`src/rtl/casack_pkg.sv`:
```
package casack_pkg;
  typedef enum logic [1:0] {
    RES_DIRECT    = 2'd0,
    RES_CASCADE   = 2'd1,
    RES_CASC_SPUR = 2'd2,
    RES_SPUR      = 2'd3
  } res_kind_e;
endpackage

```
`src/rtl/casack_pulser.sv`:
```
module casack_pulser (
  input  logic clk,
  input  logic rst_n,
  input  logic src_vld_i,
  output logic pulse_o
);
  logic pulse_q;
  always_ff @(posedge clk) begin
    if (!rst_n) pulse_q <= 1'b0;
    else        pulse_q <= src_vld_i & ~pulse_q;
  end
  assign pulse_o = pulse_q;
endmodule

```
`src/rtl/casack_irq_gate.sv`:
```
module casack_irq_gate #(
  parameter int QUIET_CYCLES = 2
) (
  input  logic clk,
  input  logic rst_n,
  input  logic ack_i,
  input  logic want_i,
  output logic irq_o
);
  localparam int CW = $clog2(QUIET_CYCLES + 1);
  logic [CW-1:0] quiet_q;
  logic          irq_q;

  always_ff @(posedge clk) begin
    if (!rst_n) begin
      quiet_q <= '0;
      irq_q   <= 1'b0;
    end else begin
      if (ack_i)               quiet_q <= CW'(QUIET_CYCLES - 1);
      else if (quiet_q != '0)  quiet_q <= quiet_q - 1'b1;
      irq_q <= want_i & ~ack_i & (quiet_q == '0);
    end
  end
  assign irq_o = irq_q;
endmodule

```
`src/rtl/casack_resolver.sv`:
```
module casack_resolver
  import casack_pkg::*;
#(
  parameter int LINES     = 8,
  parameter int VEC_W     = 8,
  parameter int CASC_LINE = 2,
  localparam int LINE_W   = $clog2(LINES),
  localparam int NUM_W    = LINE_W + 1
) (
  input  logic              mst_vld_i,
  input  logic [LINE_W-1:0] mst_line_i,
  input  logic [VEC_W-1:0]  mst_base_i,
  input  logic              slv_vld_i,
  input  logic [LINE_W-1:0] slv_line_i,
  input  logic [VEC_W-1:0]  slv_base_i,
  output res_kind_e         kind_o,
  output logic [VEC_W-1:0]  vec_o,
  output logic [NUM_W-1:0]  num_o,
  output logic              mst_take_o,
  output logic              slv_take_o
);
  localparam logic [LINE_W-1:0] SPUR = LINE_W'(LINES - 1);
  localparam logic [LINE_W-1:0] CASC = LINE_W'(CASC_LINE);

  always_comb begin
    if (!mst_vld_i)                kind_o = RES_SPUR;
    else if (mst_line_i != CASC)   kind_o = RES_DIRECT;
    else if (slv_vld_i)            kind_o = RES_CASCADE;
    else                           kind_o = RES_CASC_SPUR;
  end

  always_comb begin
    vec_o      = {mst_base_i[VEC_W-1:LINE_W], SPUR};
    num_o      = {1'b0, SPUR};
    mst_take_o = 1'b0;
    slv_take_o = 1'b0;
    unique case (kind_o)
      RES_DIRECT: begin
        vec_o      = {mst_base_i[VEC_W-1:LINE_W], mst_line_i};
        num_o      = {1'b0, mst_line_i};
        mst_take_o = 1'b1;
      end
      RES_CASCADE: begin
        vec_o      = {slv_base_i[VEC_W-1:LINE_W], slv_line_i};
        num_o      = {1'b1, slv_line_i};
        mst_take_o = 1'b1;
        slv_take_o = 1'b1;
      end
      RES_CASC_SPUR: begin
        vec_o      = {slv_base_i[VEC_W-1:LINE_W], SPUR};
        num_o      = {1'b1, SPUR};
        mst_take_o = 1'b1;
      end
      default: ;
    endcase
  end
endmodule

```
`src/rtl/casack_top.sv`:
```
module casack_top
  import casack_pkg::*;
#(
  parameter int LINES     = 8,
  parameter int VEC_W     = 8,
  parameter int CASC_LINE = 2,
  localparam int LINE_W   = $clog2(LINES),
  localparam int NUM_W    = LINE_W + 1
) (
  input  logic              clk,
  input  logic              rst_n,
  input  logic              ack_i,
  input  logic              mst_vld_i,
  input  logic [LINE_W-1:0] mst_line_i,
  input  logic [VEC_W-1:0]  mst_base_i,
  input  logic              slv_vld_i,
  input  logic [LINE_W-1:0] slv_line_i,
  input  logic [VEC_W-1:0]  slv_base_i,
  output logic              cpu_irq_o,
  output logic              cas_req_o,
  output logic              vec_valid_o,
  output logic [VEC_W-1:0]  vec_o,
  output logic [NUM_W-1:0]  irq_num_o,
  output logic              mst_ack_o,
  output logic [LINE_W-1:0] mst_ack_line_o,
  output logic              slv_ack_o,
  output logic [LINE_W-1:0] slv_ack_line_o
);
  res_kind_e         kind;
  logic [VEC_W-1:0]  res_vec;
  logic [NUM_W-1:0]  res_num;
  logic              mst_take, slv_take;

  casack_pulser u_pulser (
    .clk(clk), .rst_n(rst_n), .src_vld_i(slv_vld_i), .pulse_o(cas_req_o)
  );

  casack_irq_gate #(.QUIET_CYCLES(2)) u_irq (
    .clk(clk), .rst_n(rst_n), .ack_i(ack_i), .want_i(mst_vld_i), .irq_o(cpu_irq_o)
  );

  casack_resolver #(.LINES(LINES), .VEC_W(VEC_W), .CASC_LINE(CASC_LINE)) u_res (
    .mst_vld_i(mst_vld_i), .mst_line_i(mst_line_i), .mst_base_i(mst_base_i),
    .slv_vld_i(slv_vld_i), .slv_line_i(slv_line_i), .slv_base_i(slv_base_i),
    .kind_o(kind), .vec_o(res_vec), .num_o(res_num),
    .mst_take_o(mst_take), .slv_take_o(slv_take)
  );

  logic              vld_q, mack_q, sack_q;
  logic [VEC_W-1:0]  vec_q;
  logic [NUM_W-1:0]  num_q;
  logic [LINE_W-1:0] mline_q, sline_q;

  always_ff @(posedge clk) begin
    if (!rst_n) begin
      vld_q   <= 1'b0;
      mack_q  <= 1'b0;
      sack_q  <= 1'b0;
      vec_q   <= '0;
      num_q   <= '0;
      mline_q <= '0;
      sline_q <= '0;
    end else begin
      vld_q  <= ack_i;
      mack_q <= ack_i & mst_take;
      sack_q <= ack_i & slv_take;
      if (ack_i) begin
        vec_q   <= res_vec;
        num_q   <= res_num;
        mline_q <= mst_line_i;
        sline_q <= slv_line_i;
      end
    end
  end

  assign vec_valid_o    = vld_q;
  assign vec_o          = vec_q;
  assign irq_num_o      = num_q;
  assign mst_ack_o      = mack_q;
  assign mst_ack_line_o = mline_q;
  assign slv_ack_o      = sack_q;
  assign slv_ack_line_o = sline_q;
endmodule

```
`config.mk`:
```
export PLATFORM = sky130hd
export DESIGN_NAME = casack_top
export DESIGN_NICKNAME = d
export VERILOG_FILES = /design/src/rtl/casack_pkg.sv /design/src/rtl/casack_pulser.sv /design/src/rtl/casack_irq_gate.sv /design/src/rtl/casack_resolver.sv /design/src/rtl/casack_top.sv
export SDC_FILE = /design/constraint.sdc
export NUM_CORES = 1
export LEC_CHECK = 0
export BUFFER_PORTS_ARGS = -buffer_cell sky130_fd_sc_hd__buf_2
export CAP_MARGIN = 20
export CORE_AREA = 2 2 71 46
export DETAILED_ROUTE_END_ITERATION = 6
export DIE_AREA = 0 0 73 48
export GPL_TIMING_DRIVEN = 0
export MAX_ROUTING_LAYER = met4
export REMOVE_ABC_BUFFERS = 1
export SETUP_SLACK_MARGIN = 0.05
export SLEW_MARGIN = 20
export SYNTH_ARGS = -nofsm -noshare
export SYNTH_HDL_FRONTEND = slang
export SYNTH_SLANG_ARGS = --single-unit
```
`constraint.sdc`:
```
create_clock -name clk -period 1.7 [get_ports clk]
set_clock_uncertainty 0.2 [all_clocks]
set_input_delay 0.085 -clock clk [delete_from_list [all_inputs] [get_ports clk]]
set_output_delay 0.085 -clock clk [all_outputs]
set_load 0.03 [all_outputs]
```
==> impl_metrics.py, run 1 <==
metrics = {
    "yosys": {
        "avgSynthCellArea_um2": 9.588,
        "synth.distinct_cells": 25,
        "synth-seq-cells": 22,
        "ys_seq_area_share_pct": 45.48,
        "synth_area_leaders": "dfxtp_1 (45%), o21ai_0 (7.8%), ha_1 (6.5%), mux2i_1 (6.2%), a31oi_1 (5.2%)",
        "synth_warnings": 0,
        "syn_area_um2": 968.4,
        "synth_largest_area_cell": "dfxtp_1",
        "yosysTopAreaCellShare_pct": 45.48,
        "postSynthCellCount": 101,
    },
    "detailed_routing": {
        "drt-initial-drc-count": 16,
        "drt_pass1_iterations": 4,
        "wl_um": 2555,
        "avgRoutedWirePerCell_um": 13.31,
        "vias_per_cell": 4.833,
        "ant_nets": 0,
        "vias": 928,
        "drc": 0,
    },
    "finish": {
        "seqCellArea_um2": 440.4,
        "nNetsFinal": 192,
        "antenna_cells": 0,
        "multiInputGateArea_um2": 457.9,
        "drive_above_1_share_pct": 30.38,
        "areaGrowthSynthToFinish_pct": 44.44,
        "final_core_util_pct": 50.02,
        "nFillCells": 275,
    },
    "critical_path": {
        "required_ns": 1.62,
        "critical_path_class": "input port to flip-flop",
        "cp_data_arrival_time_ns": 1.48,
        "worstSetupStartpoint": "mst_line_i[2]",
        "start_kind": "input port",
        "end_kind": "flip-flop",
        "worst-path-max-fanout": 2,
        "reg2reg_from": "u_irq.quiet_q[0]",
    },
    "global_routing": {
        "antenna_found_initial": 0,
        "grtUsageTotal_pct": 16.30,
        "grt_overflow": 0,
        "first_global_vias": 904,
        "grt_pass1_wl_um": 4057,
        "grt_max_degree": 30,
    },
    "clock_network": {
        "cts_tree": "done",
        "clk_path_buf_depth": 2,
        "cts.clk_slew.worst_paths_ns": 0.08,
        "clk-insertion-delay-late_ns": 0.26,
        "cts.sinks": 22,
        "root_buffer": "clkbuf_8",
        "ctsResizeCount": 0,
        "cts_htree_levels": 1,
        "numCtsBuffers": 3,
    },
    "timing": {
        "relSlewSlack_pct": 65.66,
        "period_needed_ns": 1.555,
        "setup_ws_ns": 0.1450,
        "period_share_pct": 91.47,
        "finalMaxSlewViolations": 0,
        "clock.fmax_mhz": 643.1,
        "worst_pin_slew_ns": 0.5151,
        "whs_ns": 0.009889,
        "setup_viol": 0,
        "hold_viol": 0,
        "rsz0062_at_grt": "no",
        "finalSetupTns_ns": 0,
    },
    "die": {
        "die_y_um": 48,
        "dieArea_um2": 3504,
        "ioPinCount": 50,
        "start_util_pct": 34.63,
        "core-area_um2": 2796,
        "die_x_um": 73,
        "std_cell_rows": 15,
    },
    "place": {
        "preCtsSetupSlack_ns": -0.05226,
        "finalWeightedCongestion": 0.7550,
        "place_hpwl_um": 1599,
        "port_buffers": 43,
    },
    "power_and_ir_drop": {
        "p_total_mw": 1.182,
        "vdd_drop_max_uv": 435.3,
        "leakage_nw": 0.6681,
        "power_density_nw_per_um2": 845.1,
    },
    "worst_hold_path": {
        "holdCritStartpoint": "rst_n",
        "hp-class": "input port to flip-flop",
    },
    "status": {
        "status": "finished, final reports clean",
    },
    "run": {
        "maxCapViolations": 0,
    },
}
[cell type report]
cell class	instances	share of cell area, %
multi-input cells	68	32.74
flip-flops and latches	22	31.48
repair buffers	62	28.98
well taps	34	3.041
clock buffers	3	2.952
inverters	3	0.8050
[critical path, cell delays in order]
cell,delay (ns)
buf_2,0.11
dlygate4sd3_1,0.59
nand2_1,0.07
dlygate4sd3_1,0.55
a31oi_1,0.08
[timing repair]
action                    4_1_cts  5_1_grt
hold buffers                   19        0
setup buffers                   0        0
hold endpoints to repair       16        0
[worst paths after layout]
| kind | to | slack (ns) | cells after the start |
|---|---|---|---|
| worst min register to register | u_pulser.pulse_o | 0.22 | 1 |
| worst max-delay path | vec_o[2] | 0.14 | 5 |
| worst min-delay path | u_pulser.pulse_o | 0.01 | 3 |
| worst max register to register | u_irq.quiet_q[1] | 0.45 | 5 |
[report_power, final]
part / total, mW / switching (mW) / internal [mW]
registers: 0.567 / 0.0161 / 0.550
clock network: 0.320 / 0.162 / 0.158
logic: 0.296 / 0.172 / 0.123
total: 1.18 / 0.351 / 0.832
[synth_stat cells, drive strengths merged]
library cell  instances
mux2i                 6
a31oi                 8
ha                    5
and3                  1
and2b                 1
a21oi                 1
and4b                 1
nand2                 9
o211a                 1
inv                   3
nor2b                 6
xnor2                 1
a211oi                1
nor2                  4
and2                  1
nor3b                 1
buf                   5
o21ba                 1
o21ai                15
o21a                  3
dfxtp                22
clkbuf                3
a22oi                 2
[cells by family (layout without fill, tap and decap cells)]
group,Yosys count,in the layout,synth area share (%)
multiplexers,6,6,6.202
AO/OA/AOI/OAI,32,32,20.80
AND/OR/NAND/NOR,24,24,12.92
adder cells (fa/ha/maj),5,5,6.460
flip-flops,22,22,45.48
XOR/XNOR,1,1,0.9046
buffers and inverters,11,68,7.234
[placed cells by master (no fill, tap or decap), drive strengths merged]
| cell | instances |
|---|---|
| a22oi | 2 |
| buf | 43 |
| nor2b | 6 |
| dlygate4sd3 | 19 |
| dfxtp | 22 |
| o211a | 1 |
| and3 | 1 |
| o21ba | 1 |
| nor3b | 1 |
| nand2 | 9 |
| o21ai | 15 |
| mux2i | 6 |
| and4b | 1 |
| a31oi | 8 |
| a21oi | 1 |
| clkbuf | 3 |
| o21a | 3 |
| xnor2 | 1 |
| ha | 5 |
| and2b | 1 |
| a211oi | 1 |
| and2 | 1 |
| inv | 3 |
| nor2 | 4 |
[stage by stage]
stage          instance area, um^2  std cells
2_1_floorplan                909.6         93
3_5_place_dp                  1167        170
6_report                      1399        192
3_3_place_gp                  1167        170
4_1_cts                       1399        192
5_1_grt                       1399        192
[sequential cells by signal (all words and copies together), names as in the netlist]
signal	flops
irq_num_o	1
mst_ack_o	1
vec_o	8
u_pulser.pulse_o	1
u_irq.quiet_q	2
mst_ack_line_o	3
u_irq.irq_o	1
slv_ack_line_o	3
vec_valid_o	1
slv_ack_o	1
[routing by layer]
metal  wire length [um]  share of wire [%]  up-vias  global-route usage, %
met5                  0                  0        -                      -
met4                  0                  0        0                  2.593
met3                161                6.3        0                  5.263
met2               1141                 45       40                  28.83
met1               1252                 49      423                  18.80
li1                   -                  -      465                      -
(Power assumes the default switching activity.)
==> inputs of run 2 (changes only) <==
- CTS_BUF_LIST: default -> sky130_fd_sc_hd__clkbuf_16
==> run 2 against run 1 <==
  * Global-route usage barely moved
  * Critical path type unchanged
  * Count of clock-buffer cells in the layout did not move
  * Total power rose by 14%
  * Die area did not move
==> impl_metrics.py, run 2 (same netlist as run 1, synthesis figures left out) <==
metrics = {
    "timing": {
        "setup_viol": 0,
        "rsz0062_at_grt": "no",
        "hold_viol": 0,
        "finalSetupTns_ns": 0,
        "period_share_pct": 92.03,
        "period_needed_ns": 1.565,
        "clock.fmax_mhz": 639.2,
        "worst_pin_slew_ns": 0.5203,
        "relSlewSlack_pct": 65.31,
        "finalMaxSlewViolations": 0,
    },
    "global_routing": {
        "grt_overflow": 0,
        "first_global_vias": 902,
        "grt_max_degree": 30,
        "antenna_found_initial": 0,
        "grtUsageTotal_pct": 16.35,
        "grt_pass1_wl_um": 4050,
    },
    "clock_network": {
        "numCtsBuffers": 3,
        "cts.clk_slew.worst_paths_ns": 0.06,
        "clk-insertion-delay-late_ns": 0.25,
        "cts_htree_levels": 1,
        "clk_path_buf_depth": 2,
        "ctsResizeCount": 0,
        "cts_tree": "done",
        "cts_hold_buf": 19,
        "post_cts_buffers": 0,
        "root_buffer": "clkbuf_16",
        "cts.sinks": 22,
    },
    "power_and_ir_drop": {
        "power_density_nw_per_um2": 940.9,
        "leakage_nw": 0.6835,
        "vdd_drop_max_uv": 373.6,
    },
    "finish": {
        "finish.instance_area_um2": 1433,
        "multiInputGateArea_um2": 457.9,
        "drive_above_1_share_pct": 30.38,
        "nFillCells": 269,
        "largest_reg_flops": 8,
        "final_core_util_pct": 51.23,
        "nNetsFinal": 192,
        "final_common_cell": "buf_2",
        "seqCellArea_um2": 440.4,
        "mostFrequentLayoutCells": "buf_2 (43), dfxtp_1 (22), dlygate4sd3_1 (19)",
        "antenna_cells": 0,
        "areaGrowthSynthToFinish_pct": 47.93,
    },
    "detailed_routing": {
        "drt-initial-drc-count": 18,
        "vias_per_cell": 4.823,
        "drc": 0,
        "vias": 926,
        "avgRoutedWirePerCell_um": 13.26,
        "ant_nets": 0,
        "drt_pass1_iterations": 4,
        "wl_um": 2546,
    },
    "worst_hold_path": {
        "hp-class": "input port to flip-flop",
        "holdCritStartpoint": "rst_n",
        "whs_path_depth": 3,
        "hold_end": "u_pulser.pulse_o",
    },
    "place": {
        "port_buffers": 43,
        "place_hpwl_um": 1599,
        "finalWeightedCongestion": 0.7550,
        "placedInstanceArea_um2": 1167,
    },
    "die": {
        "std_cell_rows": 15,
        "ioPinCount": 50,
        "die_x_um": 73,
        "dieArea_um2": 3504,
        "core-area_um2": 2796,
        "start_util_pct": 34.63,
        "die_y_um": 48,
    },
    "critical_path": {
        "cp_data_arrival_time_ns": 1.47,
        "required_ns": 1.61,
        "reg2reg_to": "u_irq.quiet_q[1]",
        "start_kind": "input port",
        "critical_path_class": "input port to flip-flop",
        "rrSetupSlack_ns": 0.45,
        "end_kind": "flip-flop",
        "reg2reg_from": "u_irq.quiet_q[0]",
        "worstRegToRegCells": 5,
        "worst-path-max-fanout": 2,
    },
    "status": {
        "status": "finished, final reports clean",
    },
    "run": {
        "maxCapViolations": 0,
    },
}
[run 2: cell counts in the layout (fill, tap and decap cells not counted)]
Identical to the previous run, type by type.
[run 2: metrics by stage]
step | std cells | setup slack, ns | hold WS [ns] | total power, mW
2_1_floorplan | 93 | 0.3106 | -0.03885 | 0.7424
3_3_place_gp | 170 | -0.003859 | 0.1489 | 0.8326
3_5_place_dp | 170 | -0.05226 | 0.1608 | 0.8388
4_1_cts | 192 | 0.1589 | 0.01962 | 1.364
5_1_grt | 192 | 0.06609 | 0.05579 | 1.421
6_report | 192 | 0.1354 | 0.02217 | 1.348
[run 2: worst max-delay path, stage by stage]
cell	delay, ns
buf_2	0.11
dlygate4sd3_1	0.59
nand2_1	0.07
dlygate4sd3_1	0.55
a31oi_1	0.08
[run 2: worst max-delay path by stage]
stage                              from       end  slack (ns)  depth (start not counted)
after floorplan           mst_line_i[2]  vec_o[3]        0.31                          7
after global placement    mst_line_i[2]  vec_o[4]      -0.004                          8
after detailed placement  mst_line_i[2]  vec_o[6]       -0.05                          8
after CTS                 mst_line_i[2]  vec_o[2]        0.16                          5
after global routing      mst_line_i[2]  vec_o[5]        0.07                          8
final                     mst_line_i[2]  vec_o[2]        0.14                          5
[run 2: power by group]
| group | total (mW) | internal (mW) | switching, mW | leakage [nW] |
|---|---|---|---|---|
| Clock | 0.485 | 0.310 | 0.175 | 0.0370 |
| Sequential | 0.567 | 0.551 | 0.0160 | 0.182 |
| Combinational | 0.295 | 0.123 | 0.172 | 0.464 |
[run 2: cell type report]
class,count,share of cell area (%)
well taps,34,2.969
flip-flops and latches,22,30.74
inverters,3,0.7860
clock buffers,3,5.240
repair buffers,62,28.30
multi-input cells,68,31.97
[run 2: layer usage]
metal	up-vias	GRT usage [%]	part of all wire [%]
met5	-	-	0
li1	465	-	-
met2	38	28.47	44
met1	423	18.80	49
met3	0	5.263	6.3
met4	0	3.704	0
==> inputs of run 3 (changes only) <==
- CORE_AREA: 2 2 71 46 -> 2 2 41 80
- DIE_AREA: 0 0 73 48 -> 0 0 43 82
==> run 3 against run 2 <==
  * Clock power hardly changed
  * Setup slack worse by 0.0028 ns
  * Count of clock-buffer cells in the layout stayed put
  * Sequential power hardly changed
  * Routed wire length is 0.82% lower
  * Critical endpoint is now vec_o[4]
  * First-iteration DRC count is 89% higher
  * Maximum frequency is 0.18% lower
  * Critical path type unchanged
==> impl_metrics.py, run 3 (same netlist as run 1, synthesis figures left out) <==
metrics = {
    "die": {
        "dieArea_um2": 3526,
        "start_util_pct": 32.91,
        "std_cell_rows": 28,
        "ioPinCount": 50,
        "die_y_um": 82,
        "core-area_um2": 2943,
        "die_x_um": 43,
    },
    "clock_network": {
        "ctsResizeCount": 0,
        "cts.sinks": 22,
        "clk_path_buf_depth": 2,
        "cts.clk_slew.worst_paths_ns": 0.06,
        "post_cts_buffers": 0,
        "cts_tree": "done",
        "root_buffer": "clkbuf_16",
        "numCtsBuffers": 3,
        "cts_htree_levels": 1,
        "clk-insertion-delay-late_ns": 0.25,
        "cts_hold_buf": 19,
    },
    "critical_path": {
        "critical_path_class": "input port to flip-flop",
        "start_kind": "input port",
        "worst_path_most_repeated_cell": "nand2_1",
        "end_kind": "flip-flop",
        "worst-path-max-fanout": 9,
        "critPathBufInv": 1,
        "cp_slowest_cell": "ha_1",
        "path_cells": "buf_2 > nor2_1 > nand2_1 > o21ai_0 > ha_1 > o21ba_4 > nand2_1 > a31oi_1",
        "rrSetupSlack_ns": 0.44,
        "slowest_delay_ns": 0.40,
        "cp_top_family": "compound AO/OA/AOI/OAI gates",
        "required_ns": 1.61,
        "cp_data_arrival_time_ns": 1.47,
    },
    "place": {
        "port_buffers": 43,
        "dp_cells": 166,
        "place_hpwl_um": 1698,
        "finalWeightedCongestion": 0.7799,
    },
    "detailed_routing": {
        "drc": 0,
        "drt-initial-drc-count": 34,
        "vias_per_cell": 4.979,
        "drt_pass1_iterations": 6,
        "wl_um": 2525,
        "vias": 936,
        "ant_nets": 0,
        "avgRoutedWirePerCell_um": 13.43,
    },
    "timing": {
        "period_share_pct": 92.20,
        "period_needed_ns": 1.567,
        "rsz0062_at_grt": "no",
        "worst_pin_slew_ns": 0.4933,
        "finalMaxSlewViolations": 0,
        "setup_viol": 0,
        "relSlewSlack_pct": 67.11,
        "clock.fmax_mhz": 638.0,
        "hold_viol": 0,
    },
    "power_and_ir_drop": {
        "vdd_drop_max_uv": 563.5,
        "p_total_mw": 1.351,
        "leakage_nw": 0.6835,
        "power_density_nw_per_um2": 946.0,
    },
    "global_routing": {
        "grt_max_degree": 30,
        "grtUsageTotal_pct": 16.04,
        "first_global_vias": 974,
        "antenna_found_initial": 0,
        "grt_overflow": 0,
        "grt_pass1_wl_um": 4146,
    },
    "finish": {
        "final_cells": 188,
        "nNetsFinal": 192,
        "drive_above_1_share_pct": 30.38,
        "antenna_cells": 0,
        "final_common_cell": "buf_2",
        "areaGrowthSynthToFinish_pct": 47.42,
        "mostFrequentLayoutCells": "buf_2 (43), dfxtp_1 (22), dlygate4sd3_1 (19)",
        "largest_reg_flops": 8,
    },
    "status": {
        "status": "finished, final reports clean",
    },
    "worst_hold_path": {
        "hp-class": "input port to flip-flop",
    },
    "run": {
        "maxCapViolations": 0,
    },
}
## run 3: cell counts in the layout (fill, tap and decap cells not counted)
No cell type changed its count.
## run 3: worst paths after layout
path,start,end,cells after the start
hold / removal,mst_line_i[1],vec_o[1],3
setup reg to reg,u_irq.quiet_q[0],u_irq.quiet_q[1],5
hold reg to reg,u_pulser.pulse_o,u_pulser.pulse_o,1
setup / recovery,mst_line_i[2],vec_o[4],8
## run 3: tightest hold or removal path: cells and delay by family
family | cells | cell delay (ns)
AOI/OAI and AO/OA | 2 | 0.22
buffers and inverters | 1 | 0.10
## run 3: cell type report
class / count / area, um^2
timing repair buffer: 62 / 405.4
tap: 30 / 37.54
clock buffer: 3 / 75.07
fill: 305 / 1515
multi-input combinational: 68 / 457.9
inverter: 3 / 11.26
sequential: 22 / 440.4
## run 3: metrics by stage
stage           TNS [ns]  hold slack, ns  utilization [%]  setup slack [ns]  cell area, um^2
2_1_floorplan          0        -0.03885                -            0.3106            909.6
3_3_place_gp   -0.001483          0.1458            39.50         -0.001483             1162
3_5_place_dp     -0.6132          0.1537            39.50           -0.1406             1162
4_1_cts                0         0.01162            48.51            0.1403             1428
5_1_grt                0         0.03917            48.51           0.05219             1428
6_report               0        0.004695            48.51            0.1326             1428
## run 3: report_power, final
group / switching, mW / internal, mW / total, mW
logic: 0.173 / 0.123 / 0.296
clock network: 0.177 / 0.310 / 0.487
registers: 0.0164 / 0.551 / 0.568
## run 3: per-layer routing
metal  up-vias  part of all wire (%)  wire [um]  track usage [%]
met5         -                     0          0                -
met4         0                   3.7         93            9.697
met3         9                   5.1        130            1.978
met2        36                    54       1369            29.39
met1       427                    37        930            15.61
li1        464                     -          -                -
